File: config.mk
export PLATFORM = sky130hd
export DESIGN_NAME = eac_unit
export DESIGN_NICKNAME = d
export VERILOG_FILES = /design/src/rtl/eac_pkg.sv /design/src/rtl/eac_reg_pick.sv /design/src/rtl/eac_disp_ext.sv /design/src/rtl/eac_sum3.sv /design/src/rtl/eac_unit.sv
export SDC_FILE = /design/constraint.sdc
export NUM_CORES = 1
export LEC_CHECK = 0
export CAP_MARGIN = 10
export CORE_UTILIZATION = 48
export DETAILED_ROUTE_END_ITERATION = 10
export PLACE_DENSITY = 0.95
export SYNTH_ARGS = -nofsm -noshare
export SYNTH_HDL_FRONTEND = slang
export SYNTH_SLANG_ARGS = --single-unit
File: constraint.sdc
create_clock -name clk -period 10.2 [get_ports clk]
set_input_delay 1.53 -clock clk [delete_from_list [all_inputs] [get_ports clk]]
set_output_delay 1.53 -clock clk [all_outputs]
set_load 0.02 [all_outputs]
File: src/rtl/eac_pkg.sv
package eac_pkg;

  typedef enum logic [2:0] {
    AM_IMM      = 3'd0,
    AM_REG      = 3'd1,
    AM_DIRECT   = 3'd2,
    AM_INDIR    = 3'd3,
    AM_BASED    = 3'd4,
    AM_INDEXED  = 3'd5,
    AM_BIDX     = 3'd6,
    AM_BIDX_D   = 3'd7
  } amode_e;

  typedef enum logic [1:0] {
    RC_BX = 2'd0,
    RC_BP = 2'd1,
    RC_SI = 2'd2,
    RC_DI = 2'd3
  } rcode_e;

  typedef struct packed {
    logic use_base;
    logic use_index;
    logic use_disp;
    logic force_wide;
    logic nomem;
    logic need_base_role;
    logic need_index_role;
  } ctl_t;

  function automatic logic f_can_base(input rcode_e c);
    return (c == RC_BX) || (c == RC_BP);
  endfunction

  function automatic logic f_can_index(input rcode_e c);
    return (c == RC_SI) || (c == RC_DI);
  endfunction

  function automatic ctl_t f_decode(input amode_e m);
    ctl_t c;
    c = '0;
    case (m)
      AM_IMM, AM_REG: c.nomem = 1'b1;
      AM_DIRECT: begin
        c.use_disp   = 1'b1;
        c.force_wide = 1'b1;
      end
      AM_INDIR: c.use_base = 1'b1;
      AM_BASED: begin
        c.use_base       = 1'b1;
        c.use_disp       = 1'b1;
        c.need_base_role = 1'b1;
      end
      AM_INDEXED: begin
        c.use_index       = 1'b1;
        c.use_disp        = 1'b1;
        c.need_index_role = 1'b1;
      end
      AM_BIDX: begin
        c.use_base        = 1'b1;
        c.use_index       = 1'b1;
        c.need_base_role  = 1'b1;
        c.need_index_role = 1'b1;
      end
      default: begin
        c.use_base        = 1'b1;
        c.use_index       = 1'b1;
        c.use_disp        = 1'b1;
        c.need_base_role  = 1'b1;
        c.need_index_role = 1'b1;
      end
    endcase
    return c;
  endfunction

endpackage

File: src/rtl/eac_reg_pick.sv
module eac_reg_pick #(
  parameter int AW = 16
) (
  input  eac_pkg::rcode_e  code,
  input  logic [AW-1:0]    reg_bx,
  input  logic [AW-1:0]    reg_bp,
  input  logic [AW-1:0]    reg_si,
  input  logic [AW-1:0]    reg_di,
  output logic [AW-1:0]    value
);
  import eac_pkg::*;

  always_comb begin
    case (code)
      RC_BX:   value = reg_bx;
      RC_BP:   value = reg_bp;
      RC_SI:   value = reg_si;
      default: value = reg_di;
    endcase
  end
endmodule

File: src/rtl/eac_disp_ext.sv
module eac_disp_ext #(
  parameter int AW = 16,
  parameter int SW = 8
) (
  input  logic [AW-1:0] disp,
  input  logic          wide,
  output logic [AW-1:0] ext
);
  localparam int PADW = AW - SW;

  function automatic logic [AW-1:0] f_sext(input logic [SW-1:0] s);
    return {{PADW{s[SW-1]}}, s};
  endfunction

  generate
    if (PADW > 0) begin : g_ext
      assign ext = wide ? disp : f_sext(disp[SW-1:0]);
    end else begin : g_pass
      assign ext = disp;
    end
  endgenerate
endmodule

File: src/rtl/eac_sum3.sv
module eac_sum3 #(
  parameter int AW = 16
) (
  input  logic [AW-1:0] a,
  input  logic [AW-1:0] b,
  input  logic [AW-1:0] c,
  output logic [AW-1:0] sum
);
  function automatic logic [AW-1:0] f_wrap_add3(input logic [AW-1:0] x,
                                                input logic [AW-1:0] y,
                                                input logic [AW-1:0] z);
    logic [AW+1:0] full;
    full = {2'b00, x} + {2'b00, y} + {2'b00, z};
    return full[AW-1:0];
  endfunction

  assign sum = f_wrap_add3(a, b, c);
endmodule

File: src/rtl/eac_unit.sv
module eac_unit #(
  parameter int AW = 16,
  parameter int SW = 8
) (
  input  logic          clk,
  input  logic          rst_n,
  input  logic          req,
  input  logic [2:0]    mode,
  input  logic [1:0]    base_sel,
  input  logic [1:0]    index_sel,
  input  logic          disp_wide,
  input  logic [15:0]   disp,
  input  logic [15:0]   reg_bx,
  input  logic [15:0]   reg_bp,
  input  logic [15:0]   reg_si,
  input  logic [15:0]   reg_di,
  output logic          ea_valid,
  output logic          ea_nomem,
  output logic [15:0]   ea_offset
);
  import eac_pkg::*;

  localparam int UPW = AW - SW;

  amode_e         mode_e;
  rcode_e         base_c;
  rcode_e         index_c;
  ctl_t           ctl;
  logic [AW-1:0]  base_val;
  logic [AW-1:0]  index_val;
  logic [AW-1:0]  disp_x;
  logic [AW-1:0]  op_a;
  logic [AW-1:0]  op_b;
  logic [AW-1:0]  op_c;
  logic [AW-1:0]  sum_w;
  logic           wide_eff;
  logic           legal_w;
  logic           mem_hit_w;
  logic           nomem_hit_w;

  assign mode_e  = amode_e'(mode);
  assign base_c  = rcode_e'(base_sel);
  assign index_c = rcode_e'(index_sel);
  assign ctl     = f_decode(mode_e);

  // role legality
  assign legal_w = (!ctl.need_base_role  || f_can_base(base_c)) &&
                   (!ctl.need_index_role || f_can_index(index_c));

  assign mem_hit_w   = req && !ctl.nomem && legal_w;
  assign nomem_hit_w = req && ctl.nomem;

  eac_reg_pick #(.AW(AW)) u_pick_base (
    .code(base_c), .reg_bx(reg_bx), .reg_bp(reg_bp),
    .reg_si(reg_si), .reg_di(reg_di), .value(base_val)
  );

  eac_reg_pick #(.AW(AW)) u_pick_index (
    .code(index_c), .reg_bx(reg_bx), .reg_bp(reg_bp),
    .reg_si(reg_si), .reg_di(reg_di), .value(index_val)
  );

  assign wide_eff = disp_wide || ctl.force_wide;

  eac_disp_ext #(.AW(AW), .SW(SW)) u_disp (
    .disp(disp), .wide(wide_eff), .ext(disp_x)
  );

  assign op_a = ctl.use_base  ? base_val  : '0;
  assign op_b = ctl.use_index ? index_val : '0;
  assign op_c = ctl.use_disp  ? disp_x    : '0;

  eac_sum3 #(.AW(AW)) u_sum (
    .a(op_a), .b(op_b), .c(op_c), .sum(sum_w)
  );

  always_ff @(posedge clk) begin
    if (!rst_n) begin
      ea_valid  <= 1'b0;
      ea_nomem  <= 1'b0;
      ea_offset <= '0;
    end else begin
      ea_valid  <= mem_hit_w;
      ea_nomem  <= nomem_hit_w;
      ea_offset <= mem_hit_w ? sum_w : '0;
    end
  end

  // assertions
  p_flags_excl_r3: assert property (@(posedge clk) disable iff (!rst_n)
    !(ea_valid && ea_nomem));

  p_idle_quiet_r2: assert property (@(posedge clk) disable iff (!rst_n)
    !req |=> (!ea_valid && !ea_nomem));

  p_flag_needs_req_r2: assert property (@(posedge clk) disable iff (!rst_n)
    (ea_valid || ea_nomem) |-> $past(req));

  p_reject_r12: assert property (@(posedge clk) disable iff (!rst_n)
    (req && !ctl.nomem && !legal_w) |=> (!ea_valid && !ea_nomem && ea_offset == '0));

  p_nomem_modes_r3: assert property (@(posedge clk) disable iff (!rst_n)
    (req && (mode_e == AM_IMM || mode_e == AM_REG)) |=> (ea_nomem && !ea_valid && ea_offset == '0));

  p_sext_r10: assert property (@(posedge clk) disable iff (!rst_n)
    !wide_eff |-> (disp_x[AW-1:SW] == {UPW{disp[SW-1]}}));

  p_zero_when_idle_r12: assert property (@(posedge clk) disable iff (!rst_n)
    !ea_valid |-> (ea_offset == '0));
endmodule

==> results.json, run 1 <==
{
  "cts_sinks": 18,
  "cts_buffers": 3,
  "synth_area_per_cell_um2": 9.337,
  "place_ws_ns": 4.313,
  "worst_pin_slew_ns": 1.043,
  "mappedNetlistArea_um2": 2708,
  "synth-edff-count": 0,
  "synth_xor_area_share_pct": 2.264,
  "peakVddDrop_mv": 0.05005,
  "path_max_fanout": 16,
  "netlist.area_leader.share_pct": 22.46,
  "clk_pin_slew_ns": 0.06,
  "leakage_nw": 1.611,
  "vias": 2565,
  "yosys.area.top_type": "mux4_2",
  "hold_buffers": 0,
  "synth_fa_ha_area_share_pct": 18.30,
  "holdPathEnd": "ea_nomem",
  "via_per_inst": 5.600,
  "io_buffer_count": 108,
  "global_route.overflow_total": 0,
  "dr.pass1.iters": 4,
  "dieHeight_um": 77.11,
  "grt_pass1_vias": 2641,
  "hold_ws_ns": 1.873,
  "ys_async_sr_fraction_pct": 0,
  "final-max-slew-violation-count": 0,
  "path_cells": "clkdlybuf4s50_1, mux4_1, nand2_1, fa_1, inv_1, ha_1, inv_1, fa_1, nor2b_1, o31ai_1, a211o_1, a32oi_1, xnor2_1, nor2_1",
  "fin_setup_tns_ns": 0,
  "drive_above_1_share_pct": 10.05,
  "synth_ff_type": "dfxtp_1",
  "remaining_drc_errors": 0,
  "post_cts_buffers": 0,
  "grt_pass1_wl_um": 11650,
  "slew_headroom_pct": 30.26,
  "htreeDepth": 1,
  "clkPwrFrac_pct": 14.0,
  "initial_utilization_pct": 51.38,
  "hp-class": "primary input to flip-flop",
  "clockRootBuffer": "clkbuf_8",
  "status": "completed",
  "fin_util_pct": 72.86,
  "wl_um": 7074,
  "antenna_found_initial": 0,
  "finalSetupViolCount": 0,
  "seq_power_share_pct": 22.5,
  "globalplace.congestion": 0.9181,
  "wl_per_cell_um": 15.45,
  "timing.max_cap.violations": 0,
  "dieArea_um2": 5945,
  "ys_warn_count": 0,
  "ys_seq_area_share_pct": 13.31,
  "synth-compound-area-share_pct": 12.85,
  "fin_area_um2": 3840,
  "grt_max_degree": 19,
  "swShare_pct": 37.25,
  "coreArea_um2": 5270,
  "critical_path_buf_inv_count": 3,
  "ctsResizeCount": 0,
  "synthDistinctLibCells": 44,
  "cp.required_ns": 10.34,
  "synthMuxAreaShare_pct": 28.51,
  "p_int_w": 0.0002104,
  "cts_tree": "done",
  "hold_viol_final": 0,
  "row_count": 26,
  "synth-seq-cells": 18,
  "p_sw_w": 0.0001249,
  "netlist_instances": 290,
  "synth_top_family_by_area": "multiplexers",
  "grt_setup_unrepaired": "no",
  "fmax_mhz": 179.6,
  "nNetsFinal": 511,
  "yosys.area_share.simple_pct": 16.77,
  "synth_nets": 411,
  "period_needed_ns": 5.567,
  "pin_count": 109,
  "endpoint_kind": "flip-flop",
  "cpLargestDelayFamily": "buffers and inverters",
  "startpoint_type": "primary input",
  "slowest_stage": "clkdlybuf4s50_1",
  "ys_top_cells_by_area": "mux4_2 22%, dfxtp_1 13%, fa_1 12%",
  "hp-start": "rst_n",
  "cts_max_path_buffers": 2,
  "period_share_pct": 54.58,
  "track_usage_pct": 24.46,
  "critPathMaxStageDelay_ns": 1.14,
  "power.density_nw_per_um2": 87.30,
  "ant_nets": 0,
  "placed_area_um2": 3791,
  "worstSetupPathType": "primary input to flip-flop",
  "fin_ws_ns": 4.633,
  "holdPathStages": 3,
  "die-width_um": 77.11,
  "dp_hpwl_um": 6066,
  "p_comb_share_pct": 63.5,
  "initialDrtViolationCount": 186,
  "antenna_cells": 0,
  "synthToLayoutAreaGrowth_pct": 41.82,
  "arrival_ns": 5.71
}
[cell families (layout without fill, tap and decap cells)]
| family | Yosys count | in the layout |
|---|---|---|
| AO/OA/AOI/OAI | 53 | 53 |
| buffers and inverters | 49 | 147 |
| flip-flops | 18 | 18 |
| XOR/XNOR | 7 | 7 |
| adder cells (fa/ha/maj) | 30 | 30 |
| multiplexers | 35 | 35 |
| AND/OR/NAND/NOR | 98 | 98 |
[through the flow]
| step | total power, W | instances |
|---|---|---|
| 2_1_floorplan | 0.0002140 | 290 |
| 3_3_place_gp | 0.0002768 | 454 |
| 3_5_place_dp | 0.0002870 | 454 |
| 4_1_cts | 0.0003346 | 457 |
| 5_1_grt | 0.0003629 | 458 |
| 6_report | 0.0003352 | 458 |
[registers in the layout (all words and copies together) (netlist names)]
name       cells
ea_valid       1
ea_offset     16
ea_nomem       1
[cells in the final DEF, fill, tap and decap left out, drive strengths merged, types with 6 or more instances in the layout]
cell / Yosys / routed
nand2: 55 / 55
o21ai: 15 / 15
fa: 16 / 16
and2: 8 / 8
a21o: 7 / 7
xnor2: 6 / 6
nor3: 11 / 11
mux4: 32 / 32
inv: 34 / 34
ha: 14 / 14
dfxtp: 18 / 18
nor2: 9 / 9
clkdlybuf4s50: 0 / 108
a21oi: 11 / 11
[Yosys cell counts, types with 2 or more instances]
cell,count
a211oi_1,2
a21boi_0,2
a21o_1,7
a21oi_1,11
and2_1,8
and3_1,2
buf_2,5
buf_6,3
clkbuf_1,5
dfxtp_1,18
fa_1,16
ha_1,14
inv_1,34
mux2_2,2
mux4_1,5
mux4_2,27
nand2_1,55
nand2b_1,2
nand3_1,5
nor2_1,9
nor2b_1,3
nor3_1,8
nor3_2,3
o21a_1,5
o21ai_0,15
xnor2_1,6
[worst max-delay path by stage]
stage / depth (start not counted) / end / start
2_1_floorplan: 14 / ea_offset[15] / index_sel[0]
3_3_place_gp: 14 / ea_offset[15] / index_sel[0]
3_5_place_dp: 15 / ea_offset[15] / mode[1]
4_1_cts: 15 / ea_offset[15] / mode[1]
5_1_grt: 14 / ea_offset[15] / base_sel[0]
6_report: 14 / ea_offset[15] / index_sel[0]
[worst min-delay path, stage by stage]
cell	delay, ns
clkdlybuf4s50_1	0.39
nand2_1	0.10
nor3_1	0.05
[layout make-up]
class                           instances  area, µm²
Clock buffer                            3      41.29
Inverter                               35      131.4
Fill cell                             374       1430
Multi-Input combinational cell        223       2131
Tap cell                               70      87.58
Sequential cell                        18      360.3
Timing Repair Buffer                  109       1089
[power groups by stage]
stage / clock network [W] / registers (W) / logic [W]
4_1_cts: 0.0000478 / 0.0000756 / 0.000211
6_report: 0.0000469 / 0.0000755 / 0.000213
5_1_grt: 0.0000525 / 0.0000760 / 0.000234
3_5_place_dp: 0 / 0.0000771 / 0.000210
3_3_place_gp: 0 / 0.0000771 / 0.000200
2_1_floorplan: 0 / 0.0000828 / 0.000131
[routing by layer]
| metal | routed length [µm] | track usage [%] |
|---|---|---|
| met2 | 3766 | 46.43 |
| met5 | 0 | 0 |
| met1 | 2701 | 27.36 |
| met3 | 381 | 2.500 |
| met4 | 225 | 10.75 |
(Power assumes the default switching activity.)
==> run 2: changes to the inputs <==
--- a/config.mk
+++ b/config.mk
@@ -6,9 +6,9 @@
 export NUM_CORES = 1
 export LEC_CHECK = 0
 export CAP_MARGIN = 10
-export CORE_UTILIZATION = 48
+export CORE_UTILIZATION = 45
 export DETAILED_ROUTE_END_ITERATION = 10
-export PLACE_DENSITY = 0.95
+export PLACE_DENSITY = 0.91
 export SYNTH_ARGS = -nofsm -noshare
 export SYNTH_HDL_FRONTEND = slang
 export SYNTH_SLANG_ARGS = --single-unit
==> constraint.sdc (replaced) <==
create_clock -name clk -period 5.4 [get_ports clk]
set_input_delay 0.81 -clock clk [delete_from_list [all_inputs] [get_ports clk]]
set_output_delay 0.81 -clock clk [all_outputs]
set_load 0.02 [all_outputs]
==> run 2 against run 1 <==
Net effect: total power rose by 87%; final area rose by 0.65%; die area rose by 6.5%; via count rose by 1.4%; flip-flop and latch count did not move; largest cell class unchanged; utilization fell by 4.4 points; first-iteration DRC count fell by 16%; critical path type unchanged; routed wire length fell by 3.4%; sequential share of layout area fell by 0.061 points; critical path depth did not move; worst setup slack got worse by 3.6 ns.
==> results.json, run 2 (synthesis results as in run 1) <==
{
  "status": "completed",
  "power.density_nw_per_um2": 162.4,
  "grt_pass1_wl_um": 11420,
  "wl_per_cell_um": 14.76,
  "finalSetupViolCount": 0,
  "hold_buffers": 0,
  "ant_nets": 0,
  "hold_viol_final": 0,
  "track_usage_pct": 22.83,
  "fillers": 406,
  "vias": 2601,
  "hp-class": "primary input to flip-flop",
  "period_share_pct": 81.49,
  "reg_top3": "ea_offset (16), ea_nomem (1), ea_valid (1)",
  "fin_ws_ns": 0.9995,
  "post_cts_buffers": 0,
  "timing.max_cap.violations": 0,
  "arrival_ns": 4.54,
  "initialDrtViolationCount": 157,
  "row_count": 27,
  "fin_setup_tns_ns": 0,
  "dieArea_um2": 6331,
  "final_cell_mix": "108 x clkdlybuf4s50_1, 55 x nand2_1, 34 x inv_1",
  "drive_above_1_share_pct": 10.74,
  "dp_hpwl_um": 5988,
  "grt_pass1_vias": 2595,
  "coreArea_um2": 5642,
  "remaining_drc_errors": 0,
  "period_needed_ns": 4.401,
  "synthToLayoutAreaGrowth_pct": 42.75,
  "peakVddDrop_mv": 0.1181,
  "antenna_found_initial": 0,
  "worst_pin_slew_ns": 0.7808,
  "die-width_um": 79.57,
  "htreeDepth": 1,
  "endpoint_kind": "flip-flop",
  "dr.pass1.iters": 4,
  "regMostFlops": "ea_offset",
  "fmax_mhz": 227.2,
  "io_buffer_count": 108,
  "slew_headroom_pct": 47.79,
  "place_ws_ns": 0.7359,
  "clockRootBuffer": "clkbuf_8",
  "final_common_cell": "clkdlybuf4s50_1",
  "cp-endpoint": "ea_offset[15]",
  "cts_sinks": 18,
  "largest_reg_flops": 16,
  "grt_setup_unrepaired": "no",
  "initial_utilization_pct": 47.99,
  "global_route.overflow_total": 0,
  "cp.required_ns": 5.54,
  "dieHeight_um": 79.57,
  "wl_um": 6836,
  "cts_max_path_buffers": 2,
  "antenna_cells": 0,
  "grt_max_degree": 19,
  "worstSetupPathType": "primary input to flip-flop",
  "cts_buffers": 3,
  "clk_pin_slew_ns": 0.06,
  "path_max_fanout": 18,
  "hp-start": "req",
  "pin_count": 109,
  "ctsResizeCount": 0,
  "globalplace.congestion": 0.9263,
  "via_per_inst": 5.618,
  "cts_tree": "done",
  "crit_start": "base_sel[1]",
  "startpoint_type": "primary input",
  "leakage_nw": 1.626,
  "nNetsFinal": 514,
  "final-max-slew-violation-count": 0
}
## run 2: where the power goes
part / switching, W / internal (W)
Sequential: 0.00000176 / 0.000141
Clock: 0.0000379 / 0.0000494
Combinational: 0.000191 / 0.000207
## run 2: worst min-delay path by stage
stage | to | slack [ns] | cells after the start
5_1_grt | ea_nomem | 1.22 | 3
3_5_place_dp | ea_nomem | 1.44 | 3
6_report | ea_nomem | 1.17 | 3
4_1_cts | ea_nomem | 1.18 | 3
2_1_floorplan | ea_nomem | 0.89 | 1
3_3_place_gp | ea_nomem | 1.41 | 3
## run 2: cell type report
class	instances	area (µm²)	share of cell area, %
Multi-Input combinational cell	223	2131	55.13
Clock buffer	3	41.29	1.068
Tap cell	72	90.09	2.331
Sequential cell	18	360.3	9.323
Inverter	35	131.4	3.399
Timing Repair Buffer	112	1111	28.75
## run 2: worst max-delay path: stages
cell,delay [ns]
clkdlybuf4s50_1,0.98
mux4_2,0.41
nand2_1,0.12
fa_1,0.39
inv_1,0.07
ha_1,0.16
inv_1,0.05
fa_1,0.37
nor2b_1,0.22
o31ai_1,0.16
a211o_1,0.36
a32oi_1,0.24
xnor2_1,0.15
nor2_1,0.05
## run 2: routing by layer
layer / GRT usage, % / share of wire, % / up-vias / wire [µm]
li1: - / - / 1244 / -
met3: 2.171 / 5.4 / 20 / 367
met4: 8.364 / 2.9 / 0 / 197
met1: 27.49 / 39 / 1227 / 2697
met5: 0 / 0 / - / 0
met2: 41.79 / 52 / 110 / 3573
## run 2: stage by stage
stage / total power [W] / std cells / utilization (%) / hold WS (ns) / cell area, µm²
5_1_grt: 0.0006808 / 463 / 68.51 / 1.220 / 3865
2_1_floorplan: 0.0004041 / 290 / - / 0.8881 / 2708
4_1_cts: 0.0006282 / 463 / 68.51 / 1.179 / 3865
3_3_place_gp: 0.0005264 / 460 / 67.78 / 1.408 / 3824
3_5_place_dp: 0.0005405 / 460 / 67.78 / 1.436 / 3824
6_report: 0.0006277 / 463 / 68.51 / 1.172 / 3865
